===== src/rtl/ptw_pkg.sv =====
package ptw_pkg;

  typedef enum logic [2:0] {
    ST_IDLE,
    ST_L1_RD,
    ST_L2_RD,
    ST_L2_WB,
    ST_RESP
  } walk_state_e;

  typedef enum logic [1:0] {
    CAUSE_NONE         = 2'd0,
    CAUSE_L1_ABSENT    = 2'd1,
    CAUSE_L2_ABSENT    = 2'd2,
    CAUSE_WRITE_DENIED = 2'd3
  } fault_cause_e;

  // Status bit positions inside a table entry
  localparam int PTE_PRESENT  = 0;
  localparam int PTE_WRITABLE = 1;
  localparam int PTE_ACCESSED = 2;
  localparam int PTE_WRITTEN  = 3;

endpackage


===== src/rtl/ptw_addr_gen.sv =====
module ptw_addr_gen #(
  parameter int PPN_W = 20,
  parameter int IDX_W = 10,
  parameter int OFF_W = 12
) (
  input  logic                   second_level_i,
  input  logic [PPN_W-1:0]       root_ppn_i,
  input  logic [PPN_W-1:0]       table_ppn_i,
  input  logic [IDX_W-1:0]       l1_idx_i,
  input  logic [IDX_W-1:0]       l2_idx_i,
  output logic [PPN_W+OFF_W-1:0] entry_addr_o
);
  localparam int ADDR_W = PPN_W + OFF_W;
  localparam int PAD_W  = OFF_W - IDX_W;

  // Entry byte address: table page, then index, then zero byte-select bits
  function automatic logic [ADDR_W-1:0] entry_address(
    input logic [PPN_W-1:0] tbl,
    input logic [IDX_W-1:0] idx
  );
    return {tbl, idx, {PAD_W{1'b0}}};
  endfunction

  always_comb begin
    if (second_level_i) entry_addr_o = entry_address(table_ppn_i, l2_idx_i);
    else                entry_addr_o = entry_address(root_ppn_i, l1_idx_i);
  end
endmodule


===== src/rtl/ptw_pte_update.sv =====
module ptw_pte_update
  import ptw_pkg::*;
#(
  parameter int PPN_W = 20,
  parameter int OFF_W = 12
) (
  input  logic [PPN_W+OFF_W-1:0] entry_i,
  input  logic                   is_write_i,
  output logic                   present_o,
  output logic [PPN_W-1:0]       ppn_o,
  output logic                   write_denied_o,
  output logic [PPN_W+OFF_W-1:0] updated_o,
  output logic                   needs_wb_o
);
  localparam int W = PPN_W + OFF_W;

  function automatic logic [W-1:0] mark_entry(input logic [W-1:0] e, input logic wr);
    logic [W-1:0] r;
    r = e;
    r[PTE_ACCESSED] = 1'b1;
    if (wr) r[PTE_WRITTEN] = 1'b1;
    return r;
  endfunction

  always_comb begin
    present_o      = entry_i[PTE_PRESENT];
    ppn_o          = entry_i[W-1:OFF_W];
    write_denied_o = is_write_i && !entry_i[PTE_WRITABLE];
    updated_o      = mark_entry(entry_i, is_write_i);
    needs_wb_o     = (updated_o != entry_i);
  end
endmodule


===== src/rtl/ptw_ctrl.sv =====
module ptw_ctrl
  import ptw_pkg::*;
#(
  parameter int PPN_W = 20,
  parameter int IDX_W = 10,
  parameter int OFF_W = 12
) (
  input  logic                       clk,
  input  logic                       rst_n,
  input  logic                       req_valid_i,
  input  logic [2*IDX_W+OFF_W-1:0]   req_vaddr_i,
  input  logic                       req_write_i,
  output logic                       req_ready_o,
  output logic                       rsp_valid_o,
  output logic [PPN_W+OFF_W-1:0]     rsp_paddr_o,
  output logic                       rsp_fault_o,
  output logic [1:0]                 rsp_cause_o,
  input  logic                       mem_ack_i,
  output logic                       mem_req_o,
  output logic                       mem_we_o,
  output logic [PPN_W+OFF_W-1:0]     mem_wdata_o,
  output logic                       second_level_o,
  output logic [IDX_W-1:0]           l1_idx_o,
  output logic [IDX_W-1:0]           l2_idx_o,
  output logic [PPN_W-1:0]           table_ppn_o,
  output logic                       walk_write_o,
  input  logic                       ent_present_i,
  input  logic [PPN_W-1:0]           ent_ppn_i,
  input  logic                       ent_denied_i,
  input  logic [PPN_W+OFF_W-1:0]     ent_updated_i,
  input  logic                       ent_needs_wb_i
);
  localparam int VA_W   = 2*IDX_W + OFF_W;
  localparam int ADDR_W = PPN_W + OFF_W;

  walk_state_e        state_q;
  fault_cause_e       cause_q;
  logic [VA_W-1:0]    va_q;
  logic               wr_q;
  logic [PPN_W-1:0]   tbl_q;
  logic [ADDR_W-1:0]  wb_q;
  logic [ADDR_W-1:0]  paddr_q;

  always_ff @(posedge clk) begin
    if (!rst_n) begin
      state_q <= ST_IDLE;
      cause_q <= CAUSE_NONE;
      va_q    <= '0;
      wr_q    <= 1'b0;
      tbl_q   <= '0;
      wb_q    <= '0;
      paddr_q <= '0;
    end else begin
      case (state_q)
        ST_IDLE: begin
          if (req_valid_i) begin
            va_q    <= req_vaddr_i;
            wr_q    <= req_write_i;
            cause_q <= CAUSE_NONE;
            paddr_q <= '0;
            state_q <= ST_L1_RD;
          end
        end
        ST_L1_RD: begin
          if (mem_ack_i) begin
            if (!ent_present_i) begin
              cause_q <= CAUSE_L1_ABSENT;
              state_q <= ST_RESP;
            end else begin
              tbl_q   <= ent_ppn_i;
              state_q <= ST_L2_RD;
            end
          end
        end
        ST_L2_RD: begin
          if (mem_ack_i) begin
            if (!ent_present_i) begin
              cause_q <= CAUSE_L2_ABSENT;
              state_q <= ST_RESP;
            end else if (ent_denied_i) begin
              cause_q <= CAUSE_WRITE_DENIED;
              state_q <= ST_RESP;
            end else begin
              paddr_q <= {ent_ppn_i, va_q[OFF_W-1:0]};
              wb_q    <= ent_updated_i;
              state_q <= ent_needs_wb_i ? ST_L2_WB : ST_RESP;
            end
          end
        end
        ST_L2_WB: begin
          if (mem_ack_i) state_q <= ST_RESP;
        end
        ST_RESP:  state_q <= ST_IDLE;
        default:  state_q <= ST_IDLE;
      endcase
    end
  end

  always_comb begin
    req_ready_o    = (state_q == ST_IDLE);
    rsp_valid_o    = (state_q == ST_RESP);
    rsp_paddr_o    = paddr_q;
    rsp_cause_o    = cause_q;
    rsp_fault_o    = (cause_q != CAUSE_NONE);
    mem_req_o      = (state_q == ST_L1_RD) || (state_q == ST_L2_RD) || (state_q == ST_L2_WB);
    mem_we_o       = (state_q == ST_L2_WB);
    mem_wdata_o    = wb_q;
    second_level_o = (state_q != ST_L1_RD);
    l1_idx_o       = va_q[VA_W-1 -: IDX_W];
    l2_idx_o       = va_q[OFF_W +: IDX_W];
    table_ppn_o    = tbl_q;
    walk_write_o   = wr_q;
  end
endmodule


===== src/rtl/ptw_walker.sv =====
module ptw_walker #(
  parameter int PPN_W = 20,
  parameter int IDX_W = 10,
  parameter int OFF_W = 12
) (
  input  logic                     clk,
  input  logic                     rst_n,
  input  logic                     root_we_i,
  input  logic [PPN_W-1:0]         root_ppn_i,
  input  logic                     req_valid_i,
  output logic                     req_ready_o,
  input  logic [2*IDX_W+OFF_W-1:0] req_vaddr_i,
  input  logic                     req_write_i,
  output logic                     rsp_valid_o,
  output logic [PPN_W+OFF_W-1:0]   rsp_paddr_o,
  output logic                     rsp_fault_o,
  output logic [1:0]               rsp_cause_o,
  output logic                     mem_req_o,
  output logic                     mem_we_o,
  output logic [PPN_W+OFF_W-1:0]   mem_addr_o,
  output logic [PPN_W+OFF_W-1:0]   mem_wdata_o,
  input  logic [PPN_W+OFF_W-1:0]   mem_rdata_i,
  input  logic                     mem_ack_i
);
  localparam int ADDR_W = PPN_W + OFF_W;

  logic [PPN_W-1:0]  root_q;
  logic              second_level;
  logic [IDX_W-1:0]  l1_idx;
  logic [IDX_W-1:0]  l2_idx;
  logic [PPN_W-1:0]  table_ppn;
  logic              walk_write;
  logic              ent_present;
  logic [PPN_W-1:0]  ent_ppn;
  logic              ent_denied;
  logic [ADDR_W-1:0] ent_updated;
  logic              ent_needs_wb;

  always_ff @(posedge clk) begin
    if (!rst_n)         root_q <= '0;
    else if (root_we_i) root_q <= root_ppn_i;
  end

  ptw_addr_gen #(.PPN_W(PPN_W), .IDX_W(IDX_W), .OFF_W(OFF_W)) addr_gen_i (
    .second_level_i (second_level),
    .root_ppn_i     (root_q),
    .table_ppn_i    (table_ppn),
    .l1_idx_i       (l1_idx),
    .l2_idx_i       (l2_idx),
    .entry_addr_o   (mem_addr_o)
  );

  ptw_pte_update #(.PPN_W(PPN_W), .OFF_W(OFF_W)) pte_upd_i (
    .entry_i        (mem_rdata_i),
    .is_write_i     (walk_write),
    .present_o      (ent_present),
    .ppn_o          (ent_ppn),
    .write_denied_o (ent_denied),
    .updated_o      (ent_updated),
    .needs_wb_o     (ent_needs_wb)
  );

  ptw_ctrl #(.PPN_W(PPN_W), .IDX_W(IDX_W), .OFF_W(OFF_W)) ctrl_i (
    .clk            (clk),
    .rst_n          (rst_n),
    .req_valid_i    (req_valid_i),
    .req_vaddr_i    (req_vaddr_i),
    .req_write_i    (req_write_i),
    .req_ready_o    (req_ready_o),
    .rsp_valid_o    (rsp_valid_o),
    .rsp_paddr_o    (rsp_paddr_o),
    .rsp_fault_o    (rsp_fault_o),
    .rsp_cause_o    (rsp_cause_o),
    .mem_ack_i      (mem_ack_i),
    .mem_req_o      (mem_req_o),
    .mem_we_o       (mem_we_o),
    .mem_wdata_o    (mem_wdata_o),
    .second_level_o (second_level),
    .l1_idx_o       (l1_idx),
    .l2_idx_o       (l2_idx),
    .table_ppn_o    (table_ppn),
    .walk_write_o   (walk_write),
    .ent_present_i  (ent_present),
    .ent_ppn_i      (ent_ppn),
    .ent_denied_i   (ent_denied),
    .ent_updated_i  (ent_updated),
    .ent_needs_wb_i (ent_needs_wb)
  );
endmodule


===== config.mk =====
export PLATFORM = sky130hd
export DESIGN_NAME = ptw_walker
export DESIGN_NICKNAME = d
export VERILOG_FILES = /design/src/rtl/ptw_pkg.sv /design/src/rtl/ptw_addr_gen.sv /design/src/rtl/ptw_pte_update.sv /design/src/rtl/ptw_ctrl.sv /design/src/rtl/ptw_walker.sv
export SDC_FILE = /design/constraint.sdc
export NUM_CORES = 1
export LEC_CHECK = 0
export ABC_AREA = 1
export ABC_CLOCK_PERIOD_IN_PS = 2330
export BUFFER_PORTS_ARGS = -buffer_cell sky130_fd_sc_hd__buf_4
export CORE_MARGIN = 2
export CORE_UTILIZATION = 45
export DETAILED_ROUTE_END_ITERATION = 8
export PLACE_DENSITY = 0.81
export SYNTH_ARGS = -nofsm -noshare
export SYNTH_HDL_FRONTEND = slang
export SYNTH_SLANG_ARGS = --single-unit
export TNS_END_PERCENT = 50

===== constraint.sdc =====
create_clock -name clk -period 2.33 [get_ports clk]
set_input_delay 0.466 -clock clk [delete_from_list [all_inputs] [get_ports clk]]
set_output_delay 0.466 -clock clk [all_outputs]
set_load 0.03 [all_outputs]

# Word level (Yosys, flattened, before mapping)
# Cells that the tools add are included.
# Widths: inputs -> output; s select.
dict set report op_classes {
  eq_ne 14
  muxes 23
  n_bitwise 1
  reduce_logical 14
}
# operator n
set op_table {}
lappend op_table {{$mux 32} 5}
lappend op_table {{$pmux 32 s2} 1}
lappend op_table {{$mux 3} 8}
lappend op_table {{$mux 2} 6}
lappend op_table {{$ne 2x2->1 const B} 6}
lappend op_table {{$pmux 3 s4} 1}
lappend op_table {{$reduce_and 4->1} 2}
lappend op_table {{$eq 3x2->1 const B} 2}
lappend op_table {{$pmux 2 s3} 1}
lappend op_table {{$reduce_and 6->1} 1}
lappend op_table {{$reduce_and 5->1} 1}
lappend op_table {{$reduce_bool 2->1} 2}
lappend op_table {{$eq 3x1->1 const B} 1}
lappend op_table {{$eq 3x3->1 const B} 1}
lappend op_table {{$logic_not 3->1} 1}
lappend op_table {{$ne 3x1->1 const B} 1}
lappend op_table {{$ne 3x2->1 const B} 1}
lappend op_table {{$reduce_and 3->1} 1}
lappend op_table {{$reduce_bool 3->1} 1}
lappend op_table {{$logic_or 1x1->1} 2}
lappend op_table {{$ne 2x1->1 const B} 1}
lappend op_table {{$ne 2x2->1} 1}
lappend op_table {{$reduce_and 2->1} 1}
lappend op_table {{$logic_and 1x1->1} 1}
lappend op_table {{3 further kinds} 3}
dict set report totals {
  reg_bits 142
  out_inout_bits 103
  elab_cells 60
}

# Longest topological paths before layout
dict set report logic_depth {
  word_depth 7
  mapped_depth 9
}

# By module
# A second synthesis with hierarchy kept.
dict set report hier_totals {
  hier_cells 914
  area_unflattened_um2 6393.6
}
# mod n_inst cells_per_inst area_per_inst_um2
set modules_own_cells {}
lappend modules_own_cells {ptw_ctrl 1 629 4753.3}
lappend modules_own_cells {ptw_walker 1 126 830.8}
lappend modules_own_cells {ptw_pte_update 1 59 419.2}
lappend modules_own_cells {ptw_addr_gen 1 100 390.4}

# Least setup slack after synthesis
# Ideal clock, no wire load.
dict set report synth_timing {
  path_type {flip-flop to output port}
  startpoint {register ctrl_i.state_q[0]}
  endpoint {output mem_addr_o[10]}
  arrival_time_ns 1.727
  t_required_ns 1.864
  setup_slack_ns 0.137
  stages_incl_launch_ff 8
  n_path_buf 1
  path_cell_list {dfxtp_1 inv_1 nor2_2 inv_1 nor2_2 inv_1 clkbuf_1 o21ai_0}
}
dict set report synth_between {
  elab_chain_len 2
}
# item line
set synth_lines {}
lappend synth_lines {{from (decl)} ptw_ctrl.sv:36} ;# walk_state_e state_q;
lappend synth_lines {{from (signal assigned)} ptw_ctrl.sv:86} ;# state_q <= ent_needs_wb_i ? ST_L2_WB : ST_RESP;
lappend synth_lines {{$ne 3x1->1} ptw_ctrl.sv:108} ;# second_level_o = (state_q != ST_L1_RD);
lappend synth_lines {{$mux 32} ptw_addr_gen.sv:25} ;# if (second_level_i) entry_addr_o = entry_address(table_ppn_i, l2_idx_i);
lappend synth_lines {{to (decl)} ptw_walker.sv:20} ;# output logic [PPN_W+OFF_W-1:0] mem_addr_o,
# No other way between the ends.

# Worst setup path in the final report
dict set report layout_timing {
  startpoint {register ctrl_i.state_q[0]}
  endpoint {output mem_addr_o[2]}
}
# The elaborated chain is that of the path after synthesis.

==> results.tsv <==
metric	value	unit
r2r_slack	0.47	ns
whs_path_depth	3	
swShare	31.8	%
whs_endpoint	root_q[17]	
clockBufferDepth	2	
tightest_slew	0.616	ns
first_iter_violations	379	
whs	0.271	ns
cts_root_buffer	clkbuf_16	
mostFrequentLayoutCells	200 x buf_4, 181 x nand2_1, 141 x dfxtp_1	
detail_route.vias_per_cell	4.97	
leakage	0.00339	uW
netlist_area	5390	um^2
ant_nets	0	
status	finished clean	
timing.max_cap.violations	0	
p_sw	2240	uW
crit_required	1.86	ns
row_count	39	
r2r-start	ctrl_i.state_q[2]	
ys_seq_area_share	52.4	%
period_share	97.2	%
die_area	12900	um^2
syn_to_final_growth	37.9	%
r2r.worst_path.cells	8	
dr.pass1.iters	5	
avgSynthCellArea	7.31	um^2
synth_top_cell_by_area	dfxtp_1	
dpl_cell_area	6870	um^2
min_path_type	in -> reg	
critPathMaxFanout	20	
yosysUniqueCellTypes	21	
finalCriticalPeriod	2.27	ns
hold_violations	0	
routabilityCongestion	0.988	
r2r-end	ctrl_i.rsp_paddr_o[10]	
clkPwrFrac	35.5	%
irDropWorstVdd	672	uV
clkLatencyLatePin	0.42	ns
clk_pin_slew	0.06	ns
tns	0	ns
ys_warn_count	0	
path_cells	inv_2 -> nor2_2 -> inv_1 -> nor2_2 -> inv_1 -> buf_6 -> o21ai_1 -> buf_4	
cp_data_arrival_time	1.80	ns
fin_util	64.3	%
p_per_area	947	nW/um^2
hpwl	10.6	mm
io_buffers	190	
setup_viol	0	
drt-total-wl	15.0	mm
layout_commonest_cell	buf_4	
drive_gt1_share	26.6	%
cts_htree_levels	4	
slew_violations	0	
pre_cts_slack	0.399	ns
grt_pass1_wl	24.1	mm
min_from	root_ppn_i[17]	
io_pins	193	
final_area	7440	um^2
critPathLaunchType	register	
critPathKind	reg -> out	
max_stage_delay	0.37	ns
start_util	46.6	%
fill_cells	1031	
vias	5303	
crit_slowest_cell	dfxtp_1	
wl_per_cell	14.1	um
fin_nets	1003	
grt_pass1_vias	4956	
p_comb_share	25.6	%
holdBufCountCts	0	
synth_top_area_share	52.4	%
num_antenna_cells	0	
intPower	4800	uW
grt_usage	23.6	%
clock-sinks	141	
synth_cells	738	
yosys-top-cells-area	dfxtp_1 52%, nand2_1 13%, nor2_1 9.0%, a21oi_1 7.9%, o21ai_0 7.8%	
relSlewSlack	58.9	%
skew	0.00829	ns
grt_max_degree	69	
grt-ovfl-total	0	
die_h	113	um
ys_seq_elements	141	
cp-end-kind	primary output	
cts_buffers	17	
tritoncts	done	
coreArea	11600	um^2
die_w	113	um
route.detailed.drc	0	
max_clock_freq	441	MHz
grt_antenna_before_repair	0	
finalWorstSetupSlack	0.0643	ns
seqPwrFrac	38.9	%
critical path: cells and delay by family, from the launching register on:
| kind | cells | cell delay [ns] |
|---|---|---|
| compound gates | 1 | 0.15 |
| buf+inv | 5 | 0.60 |
| flops | 1 | 0.37 |
| simple gates | 2 | 0.24 |
cell families after synthesis:
group	after synthesis	synth area share (%)
simple gates	334	24.2
compound gates	174	16.2
flops	141	52.4
buf+inv	88	7.22
other cells	1	0.0696
flip-flops by register name, indices dropped and copies added (netlist names):
| signal | count |
|---|---|
| ctrl_i.mem_wdata_o | 31 |
| ctrl_i.rsp_cause_o | 2 |
| root_q | 20 |
| ctrl_i.va_q | 32 |
| ctrl_i.walk_write_o | 1 |
| ctrl_i.state_q | 3 |
| ctrl_i.table_ppn_o | 20 |
| ctrl_i.rsp_paddr_o | 32 |
cells in the mapped netlist:
master    number
o21ai_0       84
buf_4          9
inv_1         32
buf_6          2
nand2_1      181
clkbuf_1      30
and3_1         1
nand4_1        1
nand3_1       12
nor2_1       129
nor2_2         3
dfxtp_1      141
nor3_1         2
nand2_2        2
o21ai_1        5
a21oi_1       85
nand3b_1       1
nand3_2        2
buf_2          8
conb_1         1
inv_2          7
repair_timing:
action                     CTS  global route
setup endpoints to repair    3            30
gates resized for setup      3             7
buffers inserted             0             1
pin swaps                    0             1
gates cloned                 0             0
worst max-delay path by stage:
| stage | start | endpoint | cells past startpoint |
|---|---|---|---|
| after CTS | ctrl_i.state_q[0] | mem_addr_o[2] | 8 |
| after detailed placement | ctrl_i.state_q[0] | mem_addr_o[2] | 8 |
| after global placement | ctrl_i.state_q[0] | mem_addr_o[2] | 8 |
| final | ctrl_i.state_q[0] | mem_addr_o[2] | 8 |
| after global routing | ctrl_i.state_q[0] | mem_addr_o[13] | 9 |
| after floorplan | ctrl_i.state_q[0] | mem_addr_o[10] | 7 |
through the flow:
| stage | instances | total power [uW] |
|---|---|---|
| floorplan | 739 | 3950 |
| global placement | 1036 | 4520 |
| detailed placement | 1036 | 4540 |
| CTS | 1067 | 7050 |
| global route | 1068 | 7390 |
| finish | 1068 | 7040 |
per-layer routing:
metal  GRT usage [%]  wire length (um)  vias to the layer above
li1                -                 -                     2691
met1            30.9              6530                     2407
met2            37.4              7070                      181
met3            6.43              1080                       24
met4            9.59               352                        0
met5               0                 0                        -
power by group through the flow:
stage          registers, uW  logic, uW  clock network, uW
2_1_floorplan           2850       1100                  0
3_3_place_gp            2780       1740                  0
3_5_place_dp            2790       1760                  0
4_1_cts                 2740       1770               2540
5_1_grt                 2770       1980               2650
6_report                2740       1800               2500
cell type report:
cell class / count / area (um^2) / area share, %
clock inverter: 6 / 61.3 / 0.824
multi-input combinational: 510 / 2190 / 29.4
clock buffer: 25 / 485 / 6.53
inverter: 39 / 146 / 1.97
sequential: 141 / 2820 / 38.0
timing repair buffer: 204 / 1560 / 20.9
tap: 143 / 179 / 2.41
Power figures use the tool's default switching activity.
